===== src/rtl/ldchk_pkg.sv =====
package ldchk_pkg;

    typedef enum logic {
        VERDICT_KEEP   = 1'b0,
        VERDICT_RELOAD = 1'b1
    } verdict_e;

    // keep only when the entry exists and no store touched it
    function automatic verdict_e judge(input logic hit, input logic viol);
        return (hit && !viol) ? VERDICT_KEEP : VERDICT_RELOAD;
    endfunction

endpackage


===== src/rtl/ldchk_slot.sv =====
module ldchk_slot #(
    parameter int REG_W   = 5,
    parameter int WADDR_W = 30,
    parameter int RANK_W  = 2
) (
    input  logic               clk,
    input  logic               rst_n,
    input  logic               ins_here,
    input  logic [REG_W-1:0]   ins_tag,
    input  logic [WADDR_W-1:0] ins_waddr,
    input  logic               inv_here,
    input  logic               bump,
    input  logic               shrink,
    input  logic               st_valid,
    input  logic [WADDR_W-1:0] st_waddr,
    output logic               valid_o,
    output logic [REG_W-1:0]   tag_o,
    output logic               viol_o,
    output logic [RANK_W-1:0]  rank_o
);

    logic [WADDR_W-1:0] waddr_q;

    always_ff @(posedge clk) begin
        if (!rst_n) begin
            valid_o <= 1'b0;
            tag_o   <= '0;
            viol_o  <= 1'b0;
            rank_o  <= '0;
            waddr_q <= '0;
        end else if (ins_here) begin
            // insert wins over a same-cycle store or check
            valid_o <= 1'b1;
            tag_o   <= ins_tag;
            waddr_q <= ins_waddr;
            viol_o  <= 1'b0;
            rank_o  <= '0;
        end else if (inv_here) begin
            valid_o <= 1'b0;
            viol_o  <= 1'b0;
        end else if (valid_o) begin
            if (st_valid && (st_waddr == waddr_q)) begin
                viol_o <= 1'b1;
            end
            rank_o <= rank_o + RANK_W'(bump) - RANK_W'(shrink);
        end
    end

endmodule


===== src/rtl/ldchk_pick.sv =====
module ldchk_pick #(
    parameter int DEPTH  = 4,
    parameter int RANK_W = 2,
    parameter int IDX_W  = 2
) (
    input  logic [DEPTH-1:0]  valid_v,
    input  logic [DEPTH-1:0]  same_v,
    input  logic [RANK_W-1:0] rank_a [DEPTH],
    output logic [IDX_W-1:0]  tgt,
    output logic              tgt_valid,
    output logic [RANK_W-1:0] tgt_rank
);

    localparam logic [RANK_W-1:0] OLDEST = RANK_W'(DEPTH - 1);

    // priority: own register's slot, then lowest free slot, then oldest
    always_comb begin
        logic found;
        found = 1'b0;
        tgt   = '0;
        for (int i = 0; i < DEPTH; i++) begin
            if (!found && same_v[i]) begin
                tgt   = IDX_W'(i);
                found = 1'b1;
            end
        end
        for (int i = 0; i < DEPTH; i++) begin
            if (!found && !valid_v[i]) begin
                tgt   = IDX_W'(i);
                found = 1'b1;
            end
        end
        for (int i = 0; i < DEPTH; i++) begin
            if (!found && (rank_a[i] == OLDEST)) begin
                tgt   = IDX_W'(i);
                found = 1'b1;
            end
        end
        tgt_valid = valid_v[tgt];
        tgt_rank  = rank_a[tgt];
    end

endmodule


===== src/rtl/ldchk_table.sv =====
module ldchk_table
    import ldchk_pkg::*;
#(
    parameter int DEPTH      = 4,
    parameter int REG_W      = 5,
    parameter int ADDR_W     = 32,
    parameter int WORD_BYTES = 4
) (
    input  logic              clk,
    input  logic              rst_n,
    input  logic              ins_valid,
    input  logic [REG_W-1:0]  ins_reg,
    input  logic [ADDR_W-1:0] ins_addr,
    input  logic              st_valid,
    input  logic [ADDR_W-1:0] st_addr,
    input  logic              chk_valid,
    input  logic [REG_W-1:0]  chk_reg,
    output logic              chk_ack,
    output logic              chk_reload
);

    localparam int WOFF    = $clog2(WORD_BYTES);
    localparam int WADDR_W = ADDR_W - WOFF;
    localparam int RANK_W  = $clog2(DEPTH);
    localparam int IDX_W   = $clog2(DEPTH);

    logic [DEPTH-1:0]  valid_v, viol_v, ins_same, chk_hit_v, ins_here;
    logic [DEPTH-1:0]  inv_v, bump_v, shrink_v, oldest_v;
    logic [REG_W-1:0]  tag_a  [DEPTH];
    logic [RANK_W-1:0] rank_a [DEPTH];
    logic [IDX_W-1:0]  tgt;
    logic              tgt_valid;
    logic [RANK_W-1:0] tgt_rank, inv_rank;
    logic              inv_any, chk_hit, chk_viol;
    logic              ack_q;
    verdict_e          verdict_q;

    ldchk_pick #(.DEPTH(DEPTH), .RANK_W(RANK_W), .IDX_W(IDX_W)) u_pick (
        .valid_v  (valid_v),
        .same_v   (ins_same),
        .rank_a   (rank_a),
        .tgt      (tgt),
        .tgt_valid(tgt_valid),
        .tgt_rank (tgt_rank)
    );

    assign inv_any  = |inv_v;
    assign chk_hit  = |chk_hit_v;
    assign chk_viol = |(chk_hit_v & viol_v);

    always_comb begin
        inv_rank = '0;
        for (int i = 0; i < DEPTH; i++) begin
            if (inv_v[i]) inv_rank = rank_a[i];
        end
    end

    for (genvar i = 0; i < DEPTH; i++) begin : g_slot
        assign ins_same[i]  = valid_v[i] && (tag_a[i] == ins_reg);
        assign chk_hit_v[i] = valid_v[i] && (tag_a[i] == chk_reg);
        assign ins_here[i]  = ins_valid && (tgt == IDX_W'(i));
        assign inv_v[i]     = chk_valid && chk_hit_v[i] && !ins_here[i];
        // younger than the slot being (re)written: age by one
        assign bump_v[i]    = ins_valid && valid_v[i] && !ins_here[i] &&
                              (!tgt_valid || (rank_a[i] < tgt_rank));
        // older than the consumed entry: close the gap
        assign shrink_v[i]  = inv_any && valid_v[i] && !inv_v[i] &&
                              (rank_a[i] > inv_rank);
        assign oldest_v[i]  = valid_v[i] && (rank_a[i] == RANK_W'(DEPTH - 1));

        ldchk_slot #(.REG_W(REG_W), .WADDR_W(WADDR_W), .RANK_W(RANK_W)) u_slot (
            .clk      (clk),
            .rst_n    (rst_n),
            .ins_here (ins_here[i]),
            .ins_tag  (ins_reg),
            .ins_waddr(ins_addr[ADDR_W-1:WOFF]),
            .inv_here (inv_v[i]),
            .bump     (bump_v[i]),
            .shrink   (shrink_v[i]),
            .st_valid (st_valid),
            .st_waddr (st_addr[ADDR_W-1:WOFF]),
            .valid_o  (valid_v[i]),
            .tag_o    (tag_a[i]),
            .viol_o   (viol_v[i]),
            .rank_o   (rank_a[i])
        );
    end

    always_ff @(posedge clk) begin
        if (!rst_n) begin
            ack_q     <= 1'b0;
            verdict_q <= VERDICT_KEEP;
        end else begin
            ack_q     <= chk_valid;
            verdict_q <= chk_valid ? judge(chk_hit, chk_viol) : VERDICT_KEEP;
        end
    end

    assign chk_ack    = ack_q;
    assign chk_reload = (verdict_q == VERDICT_RELOAD);

    function automatic logic has_tag(input logic [REG_W-1:0] r);
        logic f;
        f = 1'b0;
        for (int i = 0; i < DEPTH; i++) f = f | (valid_v[i] && (tag_a[i] == r));
        return f;
    endfunction

    function automatic logic tag_viol(input logic [REG_W-1:0] r);
        logic f;
        f = 1'b0;
        for (int i = 0; i < DEPTH; i++) f = f | (valid_v[i] && viol_v[i] && (tag_a[i] == r));
        return f;
    endfunction

    assert_insert_recorded_R1: assert property (@(posedge clk) disable iff (!rst_n)
        ins_valid |=> has_tag($past(ins_reg)));

    assert_one_entry_per_reg_R5: assert property (@(posedge clk) disable iff (!rst_n)
        ins_valid |-> $onehot0(ins_same));

    assert_single_oldest_R6: assert property (@(posedge clk) disable iff (!rst_n)
        (&valid_v) |-> ($countones(oldest_v) == 1));

    assert_miss_reloads_R4: assert property (@(posedge clk) disable iff (!rst_n)
        (chk_valid && !chk_hit) |=> chk_reload);

    assert_check_consumes_R7: assert property (@(posedge clk) disable iff (!rst_n)
        (chk_valid && chk_hit && !(ins_valid && (ins_reg == chk_reg)))
        |=> !has_tag($past(chk_reg)));

    assert_insert_beats_store_R8: assert property (@(posedge clk) disable iff (!rst_n)
        (ins_valid && st_valid) |=> !tag_viol($past(ins_reg)));

endmodule


===== config.mk =====
export PLATFORM = sky130hd
export DESIGN_NAME = ldchk_table
export DESIGN_NICKNAME = d
export VERILOG_FILES = /design/src/rtl/ldchk_pkg.sv /design/src/rtl/ldchk_slot.sv /design/src/rtl/ldchk_pick.sv /design/src/rtl/ldchk_table.sv
export SDC_FILE = /design/constraint.sdc
export NUM_CORES = 1
export LEC_CHECK = 0
export CORE_MARGIN = 3
export CORE_UTILIZATION = 35
export DETAILED_ROUTE_END_ITERATION = 16
export MAX_ROUTING_LAYER = met4
export PLACE_DENSITY = 0.6
export SYNTH_ARGS = -nofsm -noshare
export SYNTH_HDL_FRONTEND = slang
export SYNTH_HIERARCHICAL = 1
export SYNTH_SLANG_ARGS = --single-unit
export TNS_END_PERCENT = 50

===== constraint.sdc =====
create_clock -name clk -period 9.05 [get_ports clk]
set_clock_uncertainty 0.05 [all_clocks]
set_input_delay 2.715 -clock clk [delete_from_list [all_inputs] [get_ports clk]]
set_output_delay 2.715 -clock clk [all_outputs]
set_load 0.005 [all_outputs]

==> results.md, run 1 <==
Run status:
- The flow ran to the end, and the final reports show no timing, DRC or antenna violations.

Synth:
- After synthesis the netlist holds a flip-flop and latch count of between 150 and 200.
- The instance count of the mapped netlist is 863.
- sky130_fd_sc_hd__dfxtp_1 takes more of the synthesized area than any other cell.
- The area of the mapped netlist is 8630 sq um.
- The count of cell types in the netlist is 46.
- For this run, the leading register cell type out of synthesis is sky130_fd_sc_hd__dfxtp_1.
- Yosys mapped a number of flops with a built-in enable equal to 0.
- Yosys attributes the largest share of cell area to sky130_fd_sc_hd__dfxtp_1, sky130_fd_sc_hd__mux2i_1, sky130_fd_sc_hd__xnor2_1, sky130_fd_sc_hd__nor2b_1, sky130_fd_sc_hd__xor2_1.
- The share of synthesized flip-flops with an asynchronous set or reset is 0.
- Of the post-synthesis cell area, the dominant cell type holds 0.366.
- Among all cell types in the netlist, the one instantiated most often is sky130_fd_sc_hd__dfxtp_1.
- When the netlist entered floorplanning its net count stood at slightly below 1000.
- Each instance of the synthesized netlist takes up on average around 10 sq um.
- The Yosys step of the flow raised 6 warnings.
- Counting instances in the post-synthesis netlist gives the leading cell types as sky130_fd_sc_hd__dfxtp_1, sky130_fd_sc_hd__mux2i_1, sky130_fd_sc_hd__nor2b_1.
- For this run, the register share of the synthesized area comes to 0.366.

Place:
- The placer's final routability congestion estimate is 0.790.
- The count of buffers added on input and output ports is 76.
- The HPWL after detailed placement is 15.2 mm.

Route:
- The pre-antenna-repair detailed-routing pass consisted of 4 iterations.
- The ratio of routed vias to standard cells is 4.78.
- The routed via count is approximately 6100.
- The final routed wirelength across all metal layers is roughly 22 mm.
- In this run the remaining antenna-violating nets after routing total 0.
- The post-detailed-route wirelength per cell is between 15 and 20 um.
- The violation count after the first detailed-routing iteration is approximately 260.
- The residual DRC count is 0.

Setup path:
- The start-to-end type of the worst setup path is primary input to flop.
- The worst register-to-register path begins at g_slot[0].u_slot/tag_o[2].
- Counting cells, the worst reg-to-reg path comes to 22.
- The worst-case register-to-register setup slack is 4.02 ns.
- The peak fanout along the critical path is 8.
- STA classifies the critical path startpoint as a primary input.
- The end of the worst register-to-register path is g_slot[0].u_slot/rank_o[1].
- For the worst setup path, the data required time is 9.32 ns.
- The first element of the critical path is ins_reg[4].
- STA puts the critical path data arrival time at roughly 8.0 ns.
- STA classifies the critical path endpoint as a flop.

Clock network:
- The insertion delay of the later-clocked pin in the worst-skew pair is 0.42 ns.
- The count of buffers added by post-CTS timing repair for setup is 0.
- The clock transition at the registers of the reported paths is ~0.060 ns.
- The CTS tree is done.
- The cell chosen for the clock root is sky130_fd_sc_hd__clkbuf_16.
- The number of instances resized during post-cts repair is 0.
- The H-tree was split into 4 levels.
- Clock tree synthesis found a total of around 160 sinks.
- The number of hold buffers added after CTS was 0.
- Buffers inserted during clock tree synthesis total 17.
- The maximum count of clock buffers along a single path is 2.

STA:
- At the pin with the least slew margin, the transition time is roughly 1.2 ns.
- Of the available clock period, the critical path in the final layout requires 0.850.
- Setup violations remaining at the end of the flow were counted as 0.
- Setup repair after global routing left no endpoint under its margin.
- For this run, the top clock speed supported by timing is roughly 130 MHz.
- The time the worst path needs with I/O delays and setup is just under 8 ns.
- The hold violation total from the final report came to 0.
- The worst-case headroom to the max-slew limit is 0.224.
- The count of pins over their slew limit is 0.
- Adding up every negative setup slack in the final design gives 0 ns.

Final layout:
- The share of layout cells above drive strength 1 is 0.0580.
- The final layout net count is around 1000.
- Relative to the synthesized area, the layout overhead comes to 18.7%.
- The number of inserted filler cells in the final layout is ~2400.
- Once layout is complete, the utilization of the core stands at 0.430.

Min path:
- The count of cells along the worst hold path is 2.
- The startpoint identified for the worst hold timing path is g_slot[2].u_slot/waddr_q[7].
- The worst min-delay path class is flop to flop.
- The endpoint of the worst hold-timing path is g_slot[2].u_slot/waddr_q[7].

Global route:
- The via count of the first global-routing pass is approximately 6200.
- The number of antenna violations at the first check in global routing is 1.
- Across every metal layer, demand over resource in global routing totals 0.174.
- The pin count of the biggest net entering global routing is 107.
- The total congestion overflow after global routing is 0.
- The first-pass GRT wire length is between 30 and 40 mm.

Pwr:
- The static leakage is 3.40 nW.
- The worst IR drop on VDD is around 0.10 mV.
- In this run the power density over the cells is roughly 160 nW/um^2.

Floorplan:
- The standard cell core area is 23800 sq um.
- The count of pins on the block boundary is slightly above 80.
- From left edge to right edge, the die measures about 160 um.
- The floorplan has 56 rows.
- The height of the die is 163 um.
- For this configuration, the core starts out at a cell density of 0.362.
- The area of the die is ~27000 sq um.

Job:
- The reported max-cap violation count is 0.
how the worst max path moves through the flow:
stage,end,depth (start not counted)
after floorplan,g_slot[0].u_slot/rank_o[1],21
after global placement,g_slot[0].u_slot/rank_o[1],24
after detailed placement,g_slot[0].u_slot/rank_o[1],24
after CTS,g_slot[0].u_slot/rank_o[1],24
after global routing,g_slot[0].u_slot/rank_o[1],24
final,g_slot[0].u_slot/rank_o[1],24
cells in the final DEF (no fill, tap or decap), types with 7 or more instances in the layout:
cell	n
sky130_fd_sc_hd__nor4_1	15
sky130_fd_sc_hd__nand2_1	26
sky130_fd_sc_hd__nor3_1	7
sky130_fd_sc_hd__nand4_1	27
sky130_fd_sc_hd__clkbuf_16	17
sky130_fd_sc_hd__xnor2_1	120
sky130_fd_sc_hd__nor2_1	16
sky130_fd_sc_hd__buf_4	7
sky130_fd_sc_hd__xor2_1	44
sky130_fd_sc_hd__inv_1	21
sky130_fd_sc_hd__nor2b_1	146
sky130_fd_sc_hd__mux2i_1	149
sky130_fd_sc_hd__ha_1	20
sky130_fd_sc_hd__nand3_1	11
sky130_fd_sc_hd__dfxtp_1	158
sky130_fd_sc_hd__a21oi_1	10
sky130_fd_sc_hd__clkdlybuf4s50_1	75
flip-flops by register name, indices dropped and copies added (netlist names):
register	count
g_slot.u_slot/rank_o	8
chk_reload	1
g_slot.u_slot/tag_o	20
g_slot.u_slot/waddr_q	120
chk_ack	1
g_slot.u_slot/viol_o	4
g_slot.u_slot/valid_o	4
area by class of cell:
cell class,instances,area (sq um),share of cell area
Timing Repair Buffer,82,803,0.0784
Clock buffer,21,450,0.0440
Antenna cell,1,2.50,0.000244
Inverter,22,82.6,0.00806
Multi-Input combinational cell,654,5230,0.511
Tap cell,319,399,0.0390
Clock inverter,11,110,0.0107
Sequential cell,158,3160,0.309
critical path, stage by stage:
cell and delay, ns:
sky130_fd_sc_hd__clkdlybuf4s50_1 0.63, sky130_fd_sc_hd__xor2_1 0.24, sky130_fd_sc_hd__nor4_1 0.33, sky130_fd_sc_hd__and3_1 0.23
sky130_fd_sc_hd__o21bai_1 0.11, sky130_fd_sc_hd__a21oi_1 0.08, sky130_fd_sc_hd__a41oi_1 0.17, sky130_fd_sc_hd__buf_4 0.17
sky130_fd_sc_hd__inv_1 0.12, sky130_fd_sc_hd__and3_2 0.25, sky130_fd_sc_hd__nor4b_4 0.64, sky130_fd_sc_hd__mux2i_1 0.16
sky130_fd_sc_hd__a31oi_1 0.37, sky130_fd_sc_hd__ha_1 0.32, sky130_fd_sc_hd__nand2_1 0.06, sky130_fd_sc_hd__nand2_1 0.06
sky130_fd_sc_hd__a2111oi_2 0.36, sky130_fd_sc_hd__ha_1 0.28, sky130_fd_sc_hd__inv_1 0.05, sky130_fd_sc_hd__ha_1 0.15
sky130_fd_sc_hd__xor2_1 0.15, sky130_fd_sc_hd__nand2_1 0.08, sky130_fd_sc_hd__xor2_1 0.16, sky130_fd_sc_hd__nor2_1 0.05
cell families (layout without fill, tap and decap cells):
family,after synthesis,in the layout,synth area share
and+or+nand+nor,274,274,0.193
xor gates and xnor gates,168,168,0.174
buffers and inverters,51,136,0.0288
other,0,1,0
AOI/OAI and AO/OA,43,43,0.0362
adders and majority gates,20,20,0.0290
muxes,149,149,0.173
DFF,158,158,0.366
layer usage:
metal,global-route usage,wire length (um),vias up
li1,-,-,3098
met1,0.231,10500,2852
met2,0.273,10000,94
met3,0.0332,863,17
met4,0.0446,225,0
met5,-,0,-
report_power, final:
group | internal (mW) | switching, mW
Sequential | 0.718 | 0.0185
Combinational | 0.111 | 0.107
Clock | 0.389 | 0.302
Total | 1.22 | 0.427
stage by stage:
step | total power, mW | cells | setup WS (ns) | instance area, sq um | hold WS (ns)
final | 1.64 | 1268 | 1.36 | 10200 | 0.484
after global routing | 1.72 | 1268 | 0.913 | 10200 | 0.495
after CTS | 1.67 | 1267 | 1.39 | 10200 | 0.488
after detailed placement | 0.971 | 1235 | 0.961 | 9680 | 0.475
after global placement | 0.970 | 1235 | 0.924 | 9680 | 0.468
after floorplan | 0.879 | 863 | 2.26 | 8630 | 0.453
Note: power is estimated with default switching activity, not from simulation.
==> inputs of run 2 (changes only) <==
Clock period 9.05 ns to 7.6 ns, I/O delays scaled along.
==> run 2 against run 1 <==
Utilization is 0.22 points higher; die area unchanged; total power increased by 18%; sequential share of layout area is 0.16 points lower; critical endpoint is now g_slot[3].u_slot/rank_o[1]; highest routed layer unchanged.
==> results.md, run 2 (same netlist as run 1, synthesis figures left out) <==
Run status:
- The flow ran to the end, and the final reports show no timing, DRC or antenna violations.

Route:
- The antenna violation net count after detailed routing is 0 (unchanged).
- The routed via count was 6136 (+1.2%).
- The uppermost layer routed is met4.
- The ratio of routed vias to standard cells was 4.81 (+0.60%).
- The residual DRC count is 0 (unchanged).
- The amount of wire on met3 after detailed routing was 796 um (-7.8%).
- The total routed wire length on the met1 layer is 10.5 mm (-0.62%).
- The final routed wirelength across all metal layers is 21.8 mm (+0.70%).
- The length of the first detailed-routing pass in iterations was 5 (+1).
- The violation count after the first detailed-routing iteration is 283 (+10%).
- The post-detailed-route wirelength per cell is 17.1 um (about the same).
- The met2 layer wire length in the routed design came to 10.3 mm (+2.6%).

Global route:
- The total routing resource utilization after global routing is 0.173 (-0.000833).
- The pin count of the biggest net entering global routing came to 73 (-32%).
- The first-pass GRT wire length is 34.7 mm (-0.48%).
- The total congestion overflow after global routing is 0 (unchanged).
- The number of antenna violations at the first check in global routing is 2 (+1).
- The via count of the first global-routing pass was 6185 (-0.42%).

Floorplan:
- The height of the die was 163 um (unchanged).
- The standard cell core area is 23800 sq um (unchanged).
- The area of the die is 26600 sq um (unchanged).
- The die extent in x came to 163 um (unchanged).
- The placement row count was 56 (unchanged).
- The initial cell density of the core was 0.362 (unchanged).
- The count of pins on the block boundary is 81 (unchanged).

Setup path:
- The critical path endpoint category is a flop.
- The first element of the critical path is ins_reg[2].
- The worst-case register-to-register setup slack is 2.85 ns (-1.17 ns).
- The required time of the critical path came to 7.87 ns (-1.45 ns).
- The data arrival time of the critical path came to 7.19 ns (-0.77 ns).
- In this run the critical register-to-register path is launched from g_slot[3].u_slot/tag_o[2].
- In this run the critical register-to-register path is captured at g_slot[3].u_slot/rank_o[1].
- The peak fanout along the critical path is 11 (+3).
- The number of cells traversed by the worst register-to-register path is 22 (unchanged).
- The critical path is of the primary input to flop type.
- The kind of launch point of the worst setup path is a primary input.

Place:
- The detailed-placement wirelength estimate is 15.3 mm (+0.81%).
- The post-placement worst setup slack is 0.328 ns (-0.633 ns).
- The count of port buffers added during placement is 76 (unchanged).
- The area after detailed placement was 9730 sq um (+0.54%).
- The placer's final routability congestion estimate is 0.842 (+6.6%).

Pwr:
- The static leakage came to 3.45 nW (+1.3%).
- The switching power as a share of total power is 0.273 (+0.0136).
- The total internal power is 1.42 mW (+16%).
- The power per cell area is 189 nW/um^2 (+18%).
- The worst IR drop on VDD is 0.123 mV (+21%).
- The part of the total power dissipated in combinational logic was 0.134 (+0.002).
- The share of total power in sequential cells is 0.450 (+0.002).
- The part of the power in the clock network is 0.416 (-0.004).
- The switching power of the nets is 532 uW (+25%).

Final layout:
- The number of flip-flops under the largest register name is 120 (unchanged).
- More flip-flops sit in one register than any other, and that register is g_slot.u_slot/waddr_q.
- The largest registers in the layout are g_slot.u_slot/waddr_q (120), g_slot.u_slot/tag_o (20), g_slot.u_slot/rank_o (8).
- The commonest non-fill, non-tap cell in the layout is sky130_fd_sc_hd__dfxtp_1.
- The final layout net count is 1041 (+0.68%).
- The number of inserted filler cells in the final layout is 2406 (+0.42%).
- The share of layout cells above drive strength 1 came to 0.0681 (+0.0100).
- The area overhead of the layout relative to synthesis is 19.3%.
- The final standard cell area without fillers was 10300 sq um (+0.51%).
- In the layout the commonest cells are sky130_fd_sc_hd__dfxtp_1, sky130_fd_sc_hd__mux2i_1, sky130_fd_sc_hd__nor2b_1, sky130_fd_sc_hd__xnor2_1, sky130_fd_sc_hd__clkdlybuf4s50_1.

Clock network:
- The clock sink count was 158 (unchanged).
- The H-tree level count came to 4 (unchanged).
- The cell chosen for the clock root is sky130_fd_sc_hd__clkbuf_16.
- The count of buffers added by post-CTS timing repair for setup is 0 (unchanged).
- TritonCTS built the clock tree.
- The number of buffers inserted by hold repair at cts came to 0 (unchanged).
- The clock transition at the registers of the reported paths came to 0.07 ns (about the same).
- The total clock buffers created by CTS was 17 (unchanged).
- The number of instances resized during post-cts repair is 0 (unchanged).
- The maximum count of clock buffers along a single path is 2 (unchanged).
- The insertion delay of the later-clocked pin in the worst-skew pair came to 0.44 ns (+0.02 ns).

STA:
- The transition time at the pin with the least slew margin came to 0.795 ns (-0.367 ns).
- The time the worst path needs with I/O delays and setup is slightly below 7 ns.
- The hold violation total from the final report is 0 (unchanged).
- Setup repair after global routing left no endpoint under its margin.
- The final critical-path setup slack is 0.678 ns (-0.683 ns).
- For this run, the top clock speed supported by timing is ~140 MHz.
- The final count of negative-setup-slack endpoints is 0 (unchanged).
- The aggregate negative setup slack came to 0 ns (unchanged).
- The count of pins over their slew limit is 0 (unchanged).
- The share of the clock period used by the worst path after layout is 0.911.
- The worst-case headroom to the max-slew limit was 0.470 (+0.247).

Min path:
- The endpoint of the worst hold-timing path is g_slot[0].u_slot/waddr_q[22].
- In this run the most critical hold path is launched from g_slot[0].u_slot/waddr_q[22].
- The count of cells along the worst hold path is 2 (unchanged).
- The min-delay analysis places its worst path in the category flop to flop.

Job:
- The reported max-cap violation count is 0 (unchanged).
run 2: routing by layer:
metal	global-route usage	vias up
met4	0.0419	0
met5	-	-
li1	-	3112
met1	0.227	2909
met3	0.0347	20
met2	0.275	95
run 2: worst max-delay path by stage:
stage	end	slack, ns	cells after the start
5_1_grt	g_slot[3].u_slot/rank_o[1]	0.21	23
4_1_cts	g_slot[3].u_slot/rank_o[1]	0.76	23
2_1_floorplan	g_slot[0].u_slot/rank_o[1]	1.25	21
3_3_place_gp	g_slot[0].u_slot/rank_o[1]	0.30	22
6_report	g_slot[3].u_slot/rank_o[1]	0.68	23
3_5_place_dp	g_slot[3].u_slot/rank_o[1]	0.33	23
run 2: final cells by class:
type,instances,area (sq um),share of cell area
Clock buffer,17,425,0.0413
Clock inverter,15,133,0.0129
Inverter,22,82.6,0.00802
Timing Repair Buffer,89,856,0.0831
Multi-Input combinational cell,654,5230,0.508
Sequential cell,158,3160,0.307
Tap cell,319,399,0.0388
Antenna cell,2,5.00,0.000486
run 2: critical path, stage by stage:
cell and delay [ns]:
sky130_fd_sc_hd__clkdlybuf4s50_1 0.60, sky130_fd_sc_hd__xor2_1 0.23, sky130_fd_sc_hd__nor4_1 0.33, sky130_fd_sc_hd__and3_1 0.24, sky130_fd_sc_hd__nor2_1 0.08, sky130_fd_sc_hd__o311a_1 0.34, sky130_fd_sc_hd__a21oi_4 0.40, sky130_fd_sc_hd__nor3b_2 0.13
sky130_fd_sc_hd__nor4b_4 0.37, sky130_fd_sc_hd__nand3_1 0.12, sky130_fd_sc_hd__a31oi_1 0.31, sky130_fd_sc_hd__buf_4 0.18, sky130_fd_sc_hd__ha_1 0.21, sky130_fd_sc_hd__nand2_1 0.06, sky130_fd_sc_hd__nand2_1 0.05, sky130_fd_sc_hd__nor4_1 0.34
sky130_fd_sc_hd__ha_1 0.29, sky130_fd_sc_hd__inv_1 0.05, sky130_fd_sc_hd__ha_1 0.14, sky130_fd_sc_hd__xor2_1 0.14, sky130_fd_sc_hd__nand2_1 0.07, sky130_fd_sc_hd__xor2_1 0.16, sky130_fd_sc_hd__nor2_1 0.05
run 2: power by group through the flow:
stage / clock (mW) / sequential, mW / combinational (mW)
after global placement: 0 / 0.894 / 0.262
after CTS: 0.829 / 0.877 / 0.264
after floorplan: 0 / 0.890 / 0.156
final: 0.810 / 0.876 / 0.260
after detailed placement: 0 / 0.895 / 0.263
after global routing: 0.870 / 0.880 / 0.284
run 2: through the flow:
step	util	total power [mW]	hold slack, ns	cells
2_1_floorplan	-	1.05	0.453	863
3_3_place_gp	0.409	1.16	0.467	1242
3_5_place_dp	0.409	1.16	0.475	1242
4_1_cts	0.432	1.97	0.486	1274
5_1_grt	0.432	2.03	0.505	1276
6_report	0.432	1.95	0.485	1276
